--- config.mk ---
export PLATFORM = sky130hd
export DESIGN_NAME = tw_assembler
export DESIGN_NICKNAME = d
export VERILOG_FILES = /design/src/rtl/tw_pkg.sv /design/src/rtl/tw_phase_ctrl.sv /design/src/rtl/tw_slice_gather.sv /design/src/rtl/tw_assembler.sv
export SDC_FILE = /design/constraint.sdc
export NUM_CORES = 1
export LEC_CHECK = 0
export ABC_AREA = 1
export CAP_MARGIN = 5
export CORE_AREA = 4 4 114 83
export CTS_BUF_LIST = sky130_fd_sc_hd__clkbuf_8
export DETAILED_ROUTE_END_ITERATION = 10
export DIE_AREA = 0 0 118 87
export DONT_BUFFER_PORTS = 1
export GPL_ROUTABILITY_DRIVEN = 0
export PLACE_DENSITY = 0.78
export SETUP_SLACK_MARGIN = 0.3
export SYNTH_ARGS = -nofsm -noshare
export SYNTH_HDL_FRONTEND = slang
export SYNTH_SLANG_ARGS = --single-unit
--- constraint.sdc ---
create_clock -name clk -period 3.55 [get_ports clk]
set_input_delay 0.71 -clock clk [delete_from_list [all_inputs] [get_ports clk]]
set_output_delay 0.71 -clock clk [all_outputs]
set_load 0.005 [all_outputs]
--- src/rtl/tw_pkg.sv ---
package tw_pkg;
   localparam int TW_SLICE_W_DEF = 16;
   localparam int TW_TAG_W_DEF   = 2;
   localparam int TW_LANES_DEF   = 4;

   typedef enum logic [1:0] {
      ACT_NONE = 2'd0,
      ACT_ADDR = 2'd1,
      ACT_DATA = 2'd2
   } act_e;
endpackage

--- src/rtl/tw_phase_ctrl.sv ---
module tw_phase_ctrl
   import tw_pkg::*;
#(
   parameter int LANES = TW_LANES_DEF,
   localparam int LW = $clog2(LANES),
   localparam int PW = LW + 1
) (
   input  logic          clk,
   input  logic          rst,
   input  logic          addr_en_n,
   input  logic          wdat_en_n,
   input  logic          last_n,
   output logic [PW-1:0] phase,
   output act_e          act,
   output logic          addr_done,
   output logic          data_done
);
   localparam logic [LW-1:0] LAST_LANE = LW'(LANES - 1);
   localparam logic [PW-1:0] DATA0     = {1'b1, {LW{1'b0}}};

   logic          in_data;
   logic [LW-1:0] lane;
   logic [PW-1:0] phase_d;

   assign in_data = phase[PW-1];
   assign lane    = phase[LW-1:0];

   always_comb begin
      if (!in_data && !addr_en_n)
         act = ACT_ADDR;
      else if (in_data && addr_en_n && !wdat_en_n)
         act = ACT_DATA;
      else
         act = ACT_NONE;
   end

   // address may stop on any lane; data may stop on odd lanes (32-bit boundary)
   assign addr_done = (act == ACT_ADDR) && ((lane == LAST_LANE) || !last_n);
   assign data_done = (act == ACT_DATA) && ((lane == LAST_LANE) || (lane[0] && !last_n));

   always_comb begin
      phase_d = phase;
      case (act)
         ACT_ADDR: phase_d = addr_done ? DATA0 : phase + PW'(1);
         ACT_DATA: begin
            if (data_done)
               phase_d = !last_n ? '0 : DATA0;
            else
               phase_d = phase + PW'(1);
         end
         default:  phase_d = phase;
      endcase
   end

   always_ff @(posedge clk) begin
      if (rst) phase <= '0;
      else     phase <= phase_d;
   end
endmodule

--- src/rtl/tw_slice_gather.sv ---
module tw_slice_gather #(
   parameter int LANES   = 4,
   parameter int SLICE_W = 16,
   parameter int TAG_W   = 2,
   localparam int LW = $clog2(LANES)
) (
   input  logic                     clk,
   input  logic                     rst,
   input  logic                     load,
   input  logic [LW-1:0]            lane,
   input  logic [SLICE_W-1:0]       slice,
   input  logic [TAG_W-1:0]         tag,
   output logic [LANES*SLICE_W-1:0] bits,
   output logic [LANES*TAG_W-1:0]   tags
);
   for (genvar i = 0; i < LANES; i++) begin : g_lane
      logic [SLICE_W-1:0] d_q;
      logic [TAG_W-1:0]   t_q;

      always_ff @(posedge clk) begin
         if (rst) begin
            d_q <= '0;
            t_q <= '0;
         end else if (load && (lane == LW'(i))) begin
            d_q <= slice;
            t_q <= tag;
         end else if (load && (lane == '0)) begin
            // a fresh record starts: lanes not yet received read zero
            d_q <= '0;
            t_q <= '0;
         end
      end

      assign bits[i*SLICE_W +: SLICE_W] = d_q;
      assign tags[i*TAG_W +: TAG_W]     = t_q;
   end
endmodule

--- src/rtl/tw_assembler.sv ---
module tw_assembler
   import tw_pkg::*;
#(
   parameter int SLICE_W = TW_SLICE_W_DEF,
   parameter int TAG_W   = TW_TAG_W_DEF,
   parameter int LANES   = TW_LANES_DEF,
   localparam int WORD_W = SLICE_W + TAG_W,
   localparam int LW     = $clog2(LANES),
   localparam int PW     = LW + 1,
   localparam int ADDR_W = LANES * SLICE_W,
   localparam int BE_W   = LANES * TAG_W
) (
   input  logic              clk,
   input  logic              rst,
   input  logic              addr_en_n,
   input  logic              wdat_en_n,
   input  logic              last_n,
   input  logic [WORD_W-1:0] wword,
   output logic              hdr_valid,
   output logic [ADDR_W-1:0] hdr_addr,
   output logic              hdr_burst,
   output logic              hdr_dual,
   output logic              beat_valid,
   output logic [ADDR_W-1:0] beat_data,
   output logic [BE_W-1:0]   beat_be
);
   if (LANES < 2 || (LANES & (LANES - 1)) != 0) begin : g_bad_lanes
      $error("tw_assembler: LANES must be a power of two of at least 2");
   end
   if (TAG_W < 2) begin : g_bad_tag
      $error("tw_assembler: TAG_W must hold the two address flags");
   end
   if (SLICE_W != 8 * TAG_W) begin : g_bad_slice
      $error("tw_assembler: one tag bit must cover one byte of a slice");
   end

   logic [PW-1:0]    phase;
   act_e             act;
   logic             addr_done;
   logic             data_done;
   logic [SLICE_W-1:0] slice;
   logic [TAG_W-1:0]   tag;
   logic [BE_W-1:0]    addr_tags;
   logic               unused_tags;

   assign slice = wword[SLICE_W-1:0];
   assign tag   = wword[WORD_W-1:SLICE_W];

   tw_phase_ctrl #(.LANES(LANES)) u_phase (
      .clk       (clk),
      .rst       (rst),
      .addr_en_n (addr_en_n),
      .wdat_en_n (wdat_en_n),
      .last_n    (last_n),
      .phase     (phase),
      .act       (act),
      .addr_done (addr_done),
      .data_done (data_done)
   );

   tw_slice_gather #(.LANES(LANES), .SLICE_W(SLICE_W), .TAG_W(TAG_W)) u_addr (
      .clk   (clk),
      .rst   (rst),
      .load  (act == ACT_ADDR),
      .lane  (phase[LW-1:0]),
      .slice (slice),
      .tag   (tag),
      .bits  (hdr_addr),
      .tags  (addr_tags)
   );

   tw_slice_gather #(.LANES(LANES), .SLICE_W(SLICE_W), .TAG_W(TAG_W)) u_data (
      .clk   (clk),
      .rst   (rst),
      .load  (act == ACT_DATA),
      .lane  (phase[LW-1:0]),
      .slice (slice),
      .tag   (tag),
      .bits  (beat_data),
      .tags  (beat_be)
   );

   // flags travel in the tag of the first address slice
   assign hdr_burst   = addr_tags[TAG_W-1];
   assign hdr_dual    = addr_tags[TAG_W-2];
   assign unused_tags = ^addr_tags;

   always_ff @(posedge clk) begin
      if (rst) begin
         hdr_valid  <= 1'b0;
         beat_valid <= 1'b0;
      end else begin
         hdr_valid  <= addr_done;
         beat_valid <= data_done;
      end
   end
endmodule

## Word level (Yosys, flattened, before mapping)

Index checks and enable logic that the tools add are counted.

| storage, ports and cells | value |
|---|---|
| flip-flop bits (word level) | 143 |
| output and inout bits | 140 |
| input port bits | 23 |

| cells by class | value |
|---|---|
| $add $sub $neg | 1 |
| equality and inequality tests | 5 |
| reduce and logical (&&, ||, !) cells | 28 |
| mux-type cells | 18 |

Operators by type and width:

| operator | count |
|---|---|
| $mux 16 | 8 |
| $logic_and 1x1->1 | 14 |
| $reduce_bool 2->1 | 7 |
| $mux 2 | 6 |
| $mux 3 | 3 |
| $eq 2x2->1 const B | 3 |
| $pmux 3 s2 | 1 |
| $eq 2x1->1 const B | 2 |
| $logic_not 1->1 | 4 |
| $add 3x1->3 const B | 1 |
| $logic_not 2->1 | 1 |
| $logic_or 1x1->1 | 2 |

## Logic depth before layout (Yosys ltp)

| logic depth | value |
|---|---|
| depth in word-level cells | 8 |
| depth in mapped cells | 10 |
| gate-level depth less buffers | 8 |

## By module

Synthesis repeated with hierarchy kept, for this count alone.

| second synthesis, totals | value |
|---|---|
| cell total of the unflattened synthesis | 695 |
| area, all modules | 5694.2 um^2 |

By module, submodules not included:

| module | seq. area each (um^2) | area each (um^2) | cells an instance | instances |
|---|---|---|---|---|
| tw_slice_gather | 1441.4 | 2707.6 | 327 | 2 |
| tw_phase_ctrl | 60.1 | 209.0 | 31 | 1 |
| tw_assembler | 40.0 | 70.1 | 10 | 1 |

## Worst setup path after synthesis

OpenSTA, ideal clock, no wires.

| path | value |
|---|---|
| path type | input to register |
| from | input port wdat_en_n |
| to | register u_data.g_lane[3].d_q[10] |
| cell stages on the path | 6 |
| path slack | 1.856 ns |
| arrival time | 1.562 ns |
| required time | 3.418 ns |
| cells stage by stage | nand3b_4 -> nor2_2 -> nor2_4 -> buf_2 -> nand2_1 -> a21oi_1 |

| on the way | value |
|---|---|
| longest elaborated chain between the ends | 7 |

Ends and longest elaborated chain:

| element | line | RTL |
|---|---|---|
| from (decl) | tw_assembler.sv:16 | `input logic wdat_en_n,` |
| $logic_not 1->1 (*) | tw_phase_ctrl.sv:31 | `else if (in_data && addr_en_n && !wdat_en_n)` |
| $logic_and 1x1->1 (*) | tw_phase_ctrl.sv:31 |  |
| $mux 2 (*) | tw_phase_ctrl.sv:31 |  |
| $mux 2 (*) | tw_phase_ctrl.sv:29 | `if (!in_data && !addr_en_n)` |
| $eq 2x2->1 (*) | tw_assembler.sv:75 | `.load (act == ACT_DATA),` |
| $logic_and 1x1->1 (on tied branches) | tw_slice_gather.sv:24, tw_slice_gather.sv:27 |  |
| $mux 16 or $reduce_bool 2->1 (tied branches) | - |  |
| to (signal assigned) | tw_slice_gather.sv:25 | `d_q <= slice;` |
| to (decl) | tw_slice_gather.sv:17 | `logic [SLICE_W-1:0] d_q;` |

Mark *: on every way between the ends. The rest lies on a longest branch, timed or not.
A chain may end at the register's enable or synchronous reset.

## Final worst setup path

| path | value |
|---|---|
| from | register u_phase.phase[0] |
| to | register u_data.g_lane[3].d_q[0] |

| on the way | value |
|---|---|
| longest elaborated chain between the ends | 3 |

Ends and longest elaborated chain:

| element | line | RTL |
|---|---|---|
| from (decl) | tw_phase_ctrl.sv:13 | `output logic [PW-1:0] phase,` |
| from (signal assigned) | tw_phase_ctrl.sv:57 | `else phase <= phase_d;` |
| $eq 2x2->1 or $logic_not 2->1 (tied branches) | tw_slice_gather.sv:24, tw_slice_gather.sv:27 |  |
| $logic_and 1x1->1 (on tied branches) | tw_slice_gather.sv:24, tw_slice_gather.sv:27 |  |
| $mux 16 or $reduce_bool 2->1 (tied branches) | - |  |

Parallel ways exist; a longest one is shown, timed or not.

==> results.json <==
{
  "status": "complete, no violations",
  "ff_latch_area_mm2": 0.002863,
  "finalSetupViolCount": 0,
  "ys_ff_latch": 143,
  "final_common_cell": "nand2_1",
  "powerDensity_mw_per_mm2": 563.3,
  "maxCapViolCount": 0,
  "utilization_pct": 67.05,
  "rsz0062_at_grt": "no",
  "ios": 163,
  "cp_cell_sequence": "ha_1 -> inv_1 -> nor2_2 -> nor2_4 -> nand2_1 -> a21oi_1",
  "criticalPathCategory": "flip-flop to flip-flop",
  "dr.pass1.iters": 5,
  "cp-start-kind": "flip-flop",
  "synth_top_family_by_area": "simple AND/OR/NAND/NOR gates",
  "synthXorXnorAreaFrac_pct": 0.1641,
  "max_freq_mhz": 410.4,
  "portBuffers": 0,
  "multi_input_area_mm2": 0.002140,
  "timing.hold.ws_ns": 0.3260,
  "antenna_found_initial": 0,
  "clk_pin_slew_ns": 0.08,
  "die_w_um": 118,
  "drtAntennaViolNets": 0,
  "viasPerCell": 6.061,
  "layout-drive-gt1-share_pct": 6.687,
  "drv_slew": 0,
  "synth_simple_gate_area_share_pct": 25.30,
  "cts-root-buf": "clkbuf_8",
  "h-tree-depth": 4,
  "cts_buffer_depth": 2,
  "hold_path.class": "primary input to flip-flop",
  "placed_cell_area_mm2": 0.005196,
  "postSynthAreaPerCell_um2": 7.929,
  "num_rows": 28,
  "core_area_mm2": 0.008338,
  "max_stage_delay_ns": 0.66,
  "initial_utilization_pct": 64.00,
  "ctsResizeCount": 0,
  "fillers": 710,
  "die-area_mm2": 0.01027,
  "final_cell_mix": "158 x nand2_1, 143 x dfxtp_1, 123 x a21oi_1",
  "nNetsFinal": 659,
  "synth-compound-area-share_pct": 13.32,
  "totalWireLength_um": 14970,
  "critPathSlowestCell": "ha_1",
  "slew_headroom_pct": 45.48,
  "cts_tree": "done",
  "cts_hold_buf": 0,
  "synth_async_sr_flop_share_pct": 0,
  "yosysWarnings": 0,
  "dp_hpwl_um": 9681,
  "fin_area_mm2": 0.005590,
  "syn_to_final_growth_pct": 4.760,
  "peakVddDrop_v": 0.0004136,
  "synth_nets": 701,
  "synth_ff_type": "dfxtp_1",
  "tightest_slew_ns": 0.8169,
  "routedWlPerCell_um": 20.02,
  "final.min_clock_period_ns": 2.437,
  "critical_path.max_fanout": 19,
  "drc_errors": 0,
  "clkSinkCount": 143,
  "netlist_area_mm2": 0.005336,
  "grt_pass1_vias": 4170,
  "ys_seq_area_share_pct": 53.65,
  "crit_family": "simple AND/OR/NAND/NOR gates",
  "synthCells": 673,
  "fin_skew_ns": 0.007498,
  "synth_edf_count": 0,
  "synth-adder-area-share_pct": 1.172,
  "clock_latency_ns": 0.44,
  "grtUsageTotal_pct": 29.32,
  "required_ns": 3.88,
  "die_h_um": 87,
  "gr-total-overflow": 0,
  "n_antenna_cell": 0,
  "timing.final.crit_share_pct": 68.64,
  "vias": 4534,
  "arrival_ns": 2.76,
  "fin_setup_tns_ns": 0,
  "grt_pass1_wl_um": 23070,
  "post_cts_buffers": 0,
  "worstSetupEndpointType": "flip-flop",
  "synthMuxAreaShare_pct": 0,
  "cts-buffers-inserted": 17,
  "drt_iter0_drc": 497,
  "synth_cell_type_count": 20,
  "leakage_uw": 0.001891,
  "hold_viol": 0,
  "critPathBufInv": 1,
  "grt_max_degree": 127
}
[power by group]
part	switching, uW	internal (uW)	total, uW	leakage [uW]
clock network	574	702	1280	0.000218
registers	39.3	1650	1690	0.00116
logic	134	51.6	186	0.000516
total	747	2400	3150	0.00189
[registers in the layout (all words and copies together), names as in the netlist]
name and count:
u_addr.g_lane.d_q 64, u_data.g_lane.d_q 64, u_data.g_lane.t_q 8, u_phase.phase 3
u_addr.g_lane.t_q 2, beat_valid 1, hdr_valid 1
[worst paths after layout]
check                       endpoint  slack (ns)  cells past startpoint                    start
min reg2reg  u_data.g_lane[2].d_q[7]        0.48                      2  u_data.g_lane[2].d_q[7]
min          u_data.g_lane[0].d_q[1]        0.33                      1                      rst
max reg2reg  u_data.g_lane[3].d_q[0]        1.11                      6         u_phase.phase[0]
max          u_data.g_lane[3].d_q[0]        1.11                      6         u_phase.phase[0]
[metal layers]
| metal | up-vias | global-route usage (%) | routed length, um |
|---|---|---|---|
| met2 | 240 | 45.93 | 6882 |
| met1 | 2126 | 35.57 | 5863 |
| met5 | - | 0 | 0 |
| met3 | 37 | 12.73 | 1838 |
| li1 | 2131 | - | - |
| met4 | 0 | 12.87 | 389 |
[logic make-up (layout without fill, tap and decap cells)]
logic type,Yosys count,after routing
buffers and inverters,75,45
DFF,143,143
AOI/OAI and AO/OA,142,142
xor gates and xnor gates,1,1
adders and majority gates,5,5
and+or+nand+nor,307,307
[cells in the mapped netlist, types with 3 or more instances]
cell type,number,area (um2)
nand2_1,159,596.8
dfxtp_1,143,2863
a21oi_1,123,615.6
nand3_1,100,500.5
clkbuf_1,42,157.7
nor2_1,38,142.6
o21ai_0,19,95.09
buf_2,13,65.06
inv_1,10,37.54
buf_4,5,37.54
ha_1,5,62.56
nor2_2,4,25.02
buf_6,3,33.78
nor2_4,3,33.78
[worst reg2reg max path: stages, from the launching register on]
cell and delay [ns]:
dfxtp_1 0.44, ha_1 0.66, inv_1 0.15, nor2_2 0.66, nor2_4 0.23, nand2_1 0.11, a21oi_1 0.08
[metrics by stage]
stage | power [uW] | instances | worst slack [ns]
final | 3149 | 748 | 1.113
after global placement | 1899 | 717 | 1.242
after detailed placement | 1907 | 717 | 1.156
after CTS | 3159 | 748 | 1.142
after global routing | 3281 | 748 | 0.9244
after floorplan | 1909 | 673 | 1.856
[layout make-up]
type / instances / share of cell area (%)
multi-input cells: 455 / 38.27
well taps: 105 / 2.350
flip-flops and latches: 143 / 51.21
clock inverters: 9 / 1.634
repair buffers: 2 / 0.2686
clock buffers: 22 / 5.416
inverters: 12 / 0.8505
Power figures use the tool's default switching activity.
